### src/rtl/rsd_pkg.sv
package rsd_pkg;
   localparam int unsigned RSD_NCH = 2;

   typedef enum logic [0:0] {
      RSD_CH_REQ = 1'b0,
      RSD_CH_AGE = 1'b1
   } rsd_chan_e;
endpackage

### src/rtl/rsd_reload_counter.sv
module rsd_reload_counter #(
   parameter int unsigned CNT_W   = 16,
   parameter logic [CNT_W-1:0] RST_VAL = '0
) (
   input  logic             clk,
   input  logic             rst_n,
   input  logic             ld_wr,
   input  logic [CNT_W-1:0] ld_val,
   input  logic             restart,
   input  logic             step,
   output logic             fire,
   output logic [CNT_W-1:0] rld_o,
   output logic [CNT_W-1:0] cnt_o
);
   localparam logic [CNT_W-1:0] ONE = CNT_W'(1);

   logic [CNT_W-1:0] rld_q, cnt_q;

   // a write in the same cycle swallows this counter's event
   assign fire = step && !ld_wr && (rld_q != '0) && (cnt_q == ONE);

   always_ff @(posedge clk or negedge rst_n) begin
      if (!rst_n) begin
         rld_q <= RST_VAL;
         cnt_q <= RST_VAL;
      end else if (ld_wr) begin
         rld_q <= ld_val;
         cnt_q <= ld_val;
      end else if (restart) begin
         cnt_q <= rld_q;
      end else if (step && (cnt_q != '0)) begin
         cnt_q <= cnt_q - ONE;
      end
   end

   assign rld_o = rld_q;
   assign cnt_o = cnt_q;
endmodule

### src/rtl/rsd_req_hold.sv
module rsd_req_hold (
   input  logic clk,
   input  logic rst_n,
   input  logic trig,
   input  logic busy,
   output logic req,
   output logic pend
);
   logic pend_q, req_q;
   logic want;

   assign want = trig || pend_q;

   always_ff @(posedge clk or negedge rst_n) begin
      if (!rst_n) begin
         pend_q <= 1'b0;
         req_q  <= 1'b0;
      end else begin
         pend_q <= want && busy;
         req_q  <= want && !busy;
      end
   end

   assign req  = req_q;
   assign pend = pend_q;
endmodule

### src/rtl/rsd_auto_reseed.sv
module rsd_auto_reseed #(
   parameter int unsigned CNT_W = 16,
   parameter logic [CNT_W-1:0] REQ_RST_VAL = '0,
   parameter logic [CNT_W-1:0] AGE_RST_VAL = '0
) (
   input  logic             clk,
   input  logic             rst_n,
   input  logic             cfg_wr_en,
   input  logic             cfg_sel,
   input  logic [CNT_W-1:0] cfg_wr_data,
   input  logic             gen_done,
   input  logic             seed_done,
   input  logic             seed_busy,
   input  logic             tick,
   output logic             reseed_req
);
   import rsd_pkg::*;

   localparam int unsigned NCH = RSD_NCH;

   if (CNT_W < 2 || CNT_W > 32) begin : g_bad_width
      $error("rsd_auto_reseed: CNT_W must lie in 2..32");
   end

   logic [NCH-1:0]   ev_vec, fire_vec, wr_vec;
   logic [CNT_W-1:0] cnt_vec [NCH];
   logic [CNT_W-1:0] rld_vec [NCH];
   logic             any_fire, restart_all, pend_w;

   assign ev_vec[RSD_CH_REQ] = gen_done;
   assign ev_vec[RSD_CH_AGE] = tick;

   assign any_fire    = |fire_vec;
   assign restart_all = seed_done || any_fire;

   for (genvar ch = 0; ch < NCH; ch++) begin : g_ch
      localparam logic [CNT_W-1:0] RST_V = (ch == int'(RSD_CH_REQ)) ? REQ_RST_VAL : AGE_RST_VAL;

      assign wr_vec[ch] = cfg_wr_en && (cfg_sel == 1'(ch));

      rsd_reload_counter #(
         .CNT_W   (CNT_W),
         .RST_VAL (RST_V)
      ) u_cnt (
         .clk     (clk),
         .rst_n   (rst_n),
         .ld_wr   (wr_vec[ch]),
         .ld_val  (cfg_wr_data),
         .restart (restart_all),
         .step    (ev_vec[ch]),
         .fire    (fire_vec[ch]),
         .rld_o   (rld_vec[ch]),
         .cnt_o   (cnt_vec[ch])
      );
   end

   rsd_req_hold u_hold (
      .clk   (clk),
      .rst_n (rst_n),
      .trig  (any_fire),
      .busy  (seed_busy),
      .req   (reseed_req),
      .pend  (pend_w)
   );
endmodule

### config.mk
export PLATFORM = sky130hd
export DESIGN_NAME = rsd_auto_reseed
export DESIGN_NICKNAME = d
export VERILOG_FILES = /design/src/rtl/rsd_pkg.sv /design/src/rtl/rsd_reload_counter.sv /design/src/rtl/rsd_req_hold.sv /design/src/rtl/rsd_auto_reseed.sv
export SDC_FILE = /design/constraint.sdc
export NUM_CORES = 1
export LEC_CHECK = 0
export BUFFER_PORTS_ARGS = -buffer_cell sky130_fd_sc_hd__buf_2
export CAP_MARGIN = 5
export CORE_MARGIN = 2
export CORE_UTILIZATION = 54
export DETAILED_ROUTE_END_ITERATION = 12
export GPL_ROUTABILITY_DRIVEN = 0
export PLACE_DENSITY = 0.86
export SLEW_MARGIN = 0
export SYNTH_ARGS = -nofsm -noshare
export SYNTH_HDL_FRONTEND = slang
export SYNTH_SLANG_ARGS = --single-unit
### constraint.sdc
create_clock -name clk -period 2.9 [get_ports clk]
set_input_delay 0.58 -clock clk [delete_from_list [all_inputs] [get_ports clk]]
set_output_delay 0.58 -clock clk [all_outputs]
set_load 0.02 [all_outputs]
Word-level counts from Yosys, hierarchy flattened
Cells that the tools add are included.
{ "word_totals": {"ff_bits": 66, "input_bits": 24, "out_inout_bits": 1, "wordCells": 41} }
{ "classes": {"addsub": 2, "n_eq_ne": 2, "mux": 6, "bitwise": 1, "n_reduce_logical": 24} }
{ "ops": {"columns": ["operator", "n"], "rows": [
  ["2-to-1 mux 16 bit", 6],
  ["nonzero test 16 bit", 4],
  ["equality test 16 x 1 -> 1 bit, second input constant", 2],
  ["subtractor 16 x 1 -> 16 bit, second input constant", 2],
  ["logical AND 1 bit", 12],
  ["nonzero test 3 bit", 2],
  ["logical NOT 1 bit", 3],
  ["logical OR 1 bit", 2],
  ["OR reduction 2 bit", 1],
  ["NOT 1 bit", 1]
]} }

Depth between registers and ports, before layout
{ "logic_depth": {"word_depth": 10, "mapped_depth": 11, "ltp_nobuf": 8} }

Cells and area by module
A second synthesis with hierarchy kept.
{ "unflattened": {"hier_cells": 430, "hier_area_um2": 3951.3} }
{ "by_module_without_submodules": {"columns": ["module", "instances", "cells_each", "area_per_inst_um2"], "rows": [
  ["rsd_reload_counter at g_ch[1].u_cnt", 1, 210, 1933.1],
  ["rsd_reload_counter at g_ch[0].u_cnt", 1, 212, 1925.6],
  ["rsd_req_hold", 1, 4, 67.6],
  ["rsd_auto_reseed", 1, 4, 25.0]
]} }

Worst setup path after synthesis
Ideal clock, no wire load.
{ "synth_timing": {"kind": "flip-flop to flip-flop", "start": "reg g_ch[1].u_cnt.cnt_q[10]", "end": "reg g_ch[0].u_cnt.cnt_q[8]", "setup_ns": 0.087, "t_arrival_ns": 2.654, "setup_slack_ns": 0.159, "path_stages_with_launch": 10, "synth_period_minus_slack_ns": 2.741, "cell_sequence": "dfrtp_1 or4_4 or3_4 or4_4 buf_6 and3_4 buf_6 buf_6 a41o_1 a211oi_2"} }
{ "synth_via": {"elab_chain_len": 6} }
{ "synth_rtl": {"columns": ["item", "line", "source"], "rows": [
  ["from (decl)", "rsd_reload_counter.sv:17", "logic [CNT_W-1:0] rld_q, cnt_q;"],
  ["from (signal assigned)", "rsd_reload_counter.sv:28", "cnt_q <= ld_val;"],
  ["from (signal assigned)", "rsd_reload_counter.sv:30", "cnt_q <= rld_q;"],
  ["from (signal assigned)", "rsd_reload_counter.sv:32", "cnt_q <= cnt_q - ONE;"],
  ["equality test 16 x 1 -> 1 bit (*)", "rsd_reload_counter.sv:20", "assign fire = step && !ld_wr && (rld_q != '0) && (cnt_q == ONE);"],
  ["logical AND 1 bit (*)", "rsd_reload_counter.sv:20", null],
  ["OR reduction 2 bit (*)", "rsd_auto_reseed.sv:33", "assign any_fire = |fire_vec;"],
  ["logical OR 1 bit (*)", "rsd_auto_reseed.sv:34", "assign restart_all = seed_done || any_fire;"],
  ["2-to-1 mux 16 bit", "rsd_reload_counter.sv:29", "end else if (restart) begin"],
  ["2-to-1 mux 16 bit", "rsd_reload_counter.sv:26", "end else if (ld_wr) begin"],
  ["to (signal assigned)", "rsd_reload_counter.sv:28", null],
  ["to (signal assigned)", "rsd_reload_counter.sv:30", null],
  ["to (signal assigned)", "rsd_reload_counter.sv:32", null],
  ["to (decl)", "rsd_reload_counter.sv:17", null]
]} }
Every way passes the cells marked *; elsewhere a longest branch is shown, timed or not.
A chain may end at the register's enable or synchronous reset.

Final worst setup path
{ "layout_timing": {"start": "reg g_ch[0].u_cnt.cnt_q[0]", "end": "reg g_ch[0].u_cnt.cnt_q[12]"} }
{ "layout_via": {"elab_chain_len": 6} }
{ "layout_rtl": {"columns": ["item"], "rows": [
  ["parallel branches: the longest is 6 deep, another holds subtractor 16 x 1 -> 16 bit"]
]} }
Several ways; the timed one is not identified. The select of a mux whose other input is x is not followed.

==> impl_results.rst <==
.. list-table::
   :header-rows: 1

   * - Metric
     - Value
   * - Remaining DRCs
     - 0
   * - TritonCTS clock tree
     - done
   * - Worst path arrival time
     - slightly above 3000 ps
   * - Cells on worst reg2reg path
     - 9
   * - Pin count of the biggest net entering global routing
     - 35
   * - Max Fclk
     - 350 MHz
   * - Die outline area
     - around 7400 um^2
   * - Standard cell core area
     - 6420 um^2
   * - Most frequent cell on the critical path
     - or4_1
   * - Cell area after technology mapping
     - 3630 um^2
   * - Global Route Usage Sum
     - 0.260
   * - Adder and majority gate portion of the synthesized area
     - 0.0138
   * - CTS clk-pin slew, worst paths
     - 80 ps
   * - Clk root buf
     - clkbuf_8
   * - Worst Path Max Fanout
     - 5
   * - Run status
     - finished clean
   * - Worst-Skew Late Latency
     - 350 ps
   * - Number of synthesized register bits
     - 66
   * - Number of global-route vias before repair
     - around 3000
   * - Cell count after placement
     - 495
   * - Cells after Synth
     - 398
   * - Clock sink total
     - 66
   * - Clock skew after layout
     - 13.4 ps
   * - Post-synth EDFFs
     - 0
   * - Gate family responsible for the most delay along the worst path
     - simple AND/OR/NAND/NOR gates
   * - Power density over the cells
     - 641 nW/um^2
   * - Number of failing hold endpoints at the final stage
     - 0
   * - Deepest clock path buffer count
     - 2
   * - IO Count
     - 25
   * - Startpoint kind of the worst setup timing path
     - flop
   * - Width of the die
     - 86.0 um
   * - Avg Synthesized Cell Area
     - 9.11 um^2
   * - Master of the slowest instance on the critical path
     - or4_1
   * - # nets final
     - around 460
   * - Starting Density
     - 0.565
   * - Unique cell type count in the Yosys netlist
     - 51
   * - Endpoint of the worst-slack reg-to-reg timing path
     - g_ch[0].u_cnt.cnt_o[12]$_DFFE_PN0P_
   * - Multiplexer fraction of the synthesized cell area
     - 0.0528
   * - Post-detailed-route count of antenna-violating nets
     - 0
   * - Compound-cell area share of the yosys netlist
     - 0.135
   * - Drt first pass iters
     - 5
   * - Leakage power total
     - 1.92 nW
   * - Dpl ws
     - 82.5 ps
   * - Cell Chain, Critical Path
     - inv_1 > ha_1 > or3b_2 > or4_1 > o21ai_0 > buf_4 > or4_1 > xor2_1 > o221ai_1
   * - Number of antenna violations at the first check in global routing
     - 0
   * - Measured slew at the worst slew-check pin
     - between 700 and 800 ps
   * - Number of port buffers
     - 24
   * - Wire length of the first global-routing pass
     - between 10000 and 15000 um
   * - Crit path largest cell delay
     - 520 ps
   * - Maximum resistive drop on vdd
     - 0.341 mV
   * - Synth-to-layout area growth
     - 12.5%
   * - Number of buffers created by CTS
     - 9
   * - Antenna cell count
     - 0
   * - Post-DP HPWL
     - 6410 um
   * - Number of buffers and inverters on the critical path
     - 2
   * - Leading register cell type out of synthesis
     - dfrtp_1
   * - Total design power
     - 2.61 mW
   * - Async set-or-reset flop fraction in the synthesized netlist
     - 1.00
   * - Layout cells sized above 1
     - 0.152
   * - Congestion Overflow GR
     - 0
   * - Maximum Capacitance Violations
     - 0
   * - Share of the cycle needed by the critical path after routing
     - 0.986
   * - Endpoint type of the worst setup path
     - flop
   * - Number of levels the H-tree was split into
     - 3
   * - Worst-case register-to-register setup slack
     - 40 ps
   * - Routed length per placed instance
     - between 15 and 20 um
   * - Vert. Die Dim
     - 86.0 um
   * - Drt total wl
     - approximately 9000 um
   * - Number of rows in the core area
     - 29
   * - Final Max Slew Viols
     - 0
   * - Number of nets in the synthesized netlist
     - 426
   * - Number of non-filler instances in the completed layout
     - 511
   * - Vias/cell
     - 6.16
   * - Slew Limit Headroom
     - 0.523
   * - Period minus WS final
     - 2860 ps
   * - Routed vias
     - approximately 3100
   * - Number of warning messages in the yosys log
     - 0
   * - Largest family of logic cells by synthesized area
     - simple AND/OR/NAND/NOR gates
   * - Start of the worst register-to-register path
     - g_ch[0].u_cnt.cnt_o[0]$_DFFE_PN0P_
   * - Setup violators final
     - 0
   * - Hold Path Class
     - input pin to asynchronous set/reset pin
   * - Kind of critical path
     - flop to flop
   * - Share of the synthesized netlist area taken by xor and xnor gates
     - 0.0580
   * - Post-CTS Setup Inserts
     - 0
   * - Worst Path Required
     - 3110 ps
   * - Post-Synth Simple-Gate Area
     - 0.252
   * - Final worst slack
     - 39.5 ps
   * - Portion of the post-synthesis area used by sequential elements
     - 0.455
   * - DRT iter0 DRCs
     - 255
## final cells by class
class	count	area, um^2
Multi-Input combinational cell	309	1870
Tap cell	77	96.3
Clock inverter	5	77.6
Inverter	6	22.5
Clock buffer	11	141
Sequential cell	66	1650
Fill cell	517	2340
Timing Repair Buffer	37	218
## state kept, by name (all words and copies together), names as in the netlist
register and count:
u_hold.pend 1, u_hold.req 1, g_ch.u_cnt.cnt_o 32, g_ch.u_cnt.rld_o 32
## worst max-delay path by stage
stage / cells past startpoint / end / from / slack [ps]
6_report: 9 / g_ch[0].u_cnt.cnt_o[12]$_DFFE_PN0P_ / g_ch[0].u_cnt.cnt_o[0]$_DFFE_PN0P_ / 40
5_1_grt: 9 / g_ch[0].u_cnt.cnt_o[12]$_DFFE_PN0P_ / g_ch[0].u_cnt.cnt_o[0]$_DFFE_PN0P_ / -90
4_1_cts: 8 / g_ch[0].u_cnt.cnt_o[4]$_DFFE_PN0P_ / g_ch[0].u_cnt.cnt_o[0]$_DFFE_PN0P_ / 20
3_5_place_dp: 8 / g_ch[0].u_cnt.cnt_o[13]$_DFFE_PN0P_ / g_ch[0].u_cnt.cnt_o[0]$_DFFE_PN0P_ / 80
3_3_place_gp: 8 / g_ch[0].u_cnt.cnt_o[13]$_DFFE_PN0P_ / g_ch[0].u_cnt.cnt_o[0]$_DFFE_PN0P_ / 100
2_1_floorplan: 9 / g_ch[0].u_cnt.cnt_o[8]$_DFFE_PN0P_ / g_ch[1].u_cnt.cnt_o[10]$_DFFE_PN0P_ / 160
## cells by family (layout without fill, tap and decap cells)
family,after synthesis,after routing
simple gates,191,191
compound gates,71,71
flops,66,66
xor+xnor,24,24
buf+inv,23,59
mux,19,19
fa+ha+maj,4,4
## stage by stage
stage / hold WS (ps) / area [um^2] / setup TNS [ps] / util
floorplan: 284 / 3630 / 0 / -
CTS: 302 / 4070 / 0 / 0.633
global placement: 465 / 3850 / 0 / 0.599
detailed placement: 481 / 3850 / 0 / 0.599
finish: 271 / 4080 / 0 / 0.635
global route: 337 / 4080 / -89.0 / 0.635
## metal layers
metal  routed length (um)  track usage  up-vias  share of wire
li1                     -            -     1479              -
met1                 3890        0.352     1524           0.43
met2                 4270        0.409      126           0.47
met3                  666       0.0414       17          0.074
met4                  198        0.123        0          0.022
met5                    0            0        -              0
## synth_stat cells (all sizes together) (2+ instances only)
cell type  instances  share of area
nor3               8          0.011
a21boi             6          0.012
ha                 4          0.014
nor4b              2         0.0048
xnor2             14          0.034
nand3              7         0.0097
or4                7          0.017
o221a              2         0.0062
nor2b              3         0.0052
nand2b             4         0.0069
dfrtp             66           0.46
o211ai             8          0.017
clkbuf             7         0.0072
o22ai              2         0.0034
mux2i             18          0.050
nor4              13          0.022
o221ai             6          0.014
a21oi              4         0.0055
xor2              10          0.024
o21a               2         0.0041
and3               3         0.0066
inv                6         0.0062
and4               5          0.012
nand4              4         0.0069
nand2            109           0.11
a22oi              8          0.017
o21ai             24          0.033
buf               10          0.019
nor2              17          0.018
or3                4         0.0083
## report_power, final
part / internal, mW / switching (mW)
clock: 0.505 / 0.358
combinational: 0.243 / 0.302
sequential: 1.06 / 0.150
## layout by cell type, fill, tap and decap left out, types with 3 or more instances in the layout
master    netlist  layout
nand2_1       109     109
dfrtp_1        66      66
buf_2           2      24
o21ai_0        23      23
mux2i_1        18      18
nor2_1         17      17
xnor2_1        14      14
buf_4           0      13
nor4_1         13      12
xor2_1         10      10
clkbuf_8        0      10
nor3_1          8       8
o211ai_1        8       8
a22oi_1         8       8
nand3_1         7       7
inv_1           6       6
a21boi_0        6       6
o221ai_1        6       6
or4_1           5       5
and4_1          5       4
nand2b_1        4       4
nand4_1         4       4
a21oi_1         4       4
ha_1            4       4
or3_1           3       3
## what timing repair did
item                       4_1_cts  5_1_grt
setup endpoints to repair        0       16
hold buffers                     0        0
gates resized for setup          0        4
No activity file was read; power rests on OpenSTA's default activity.
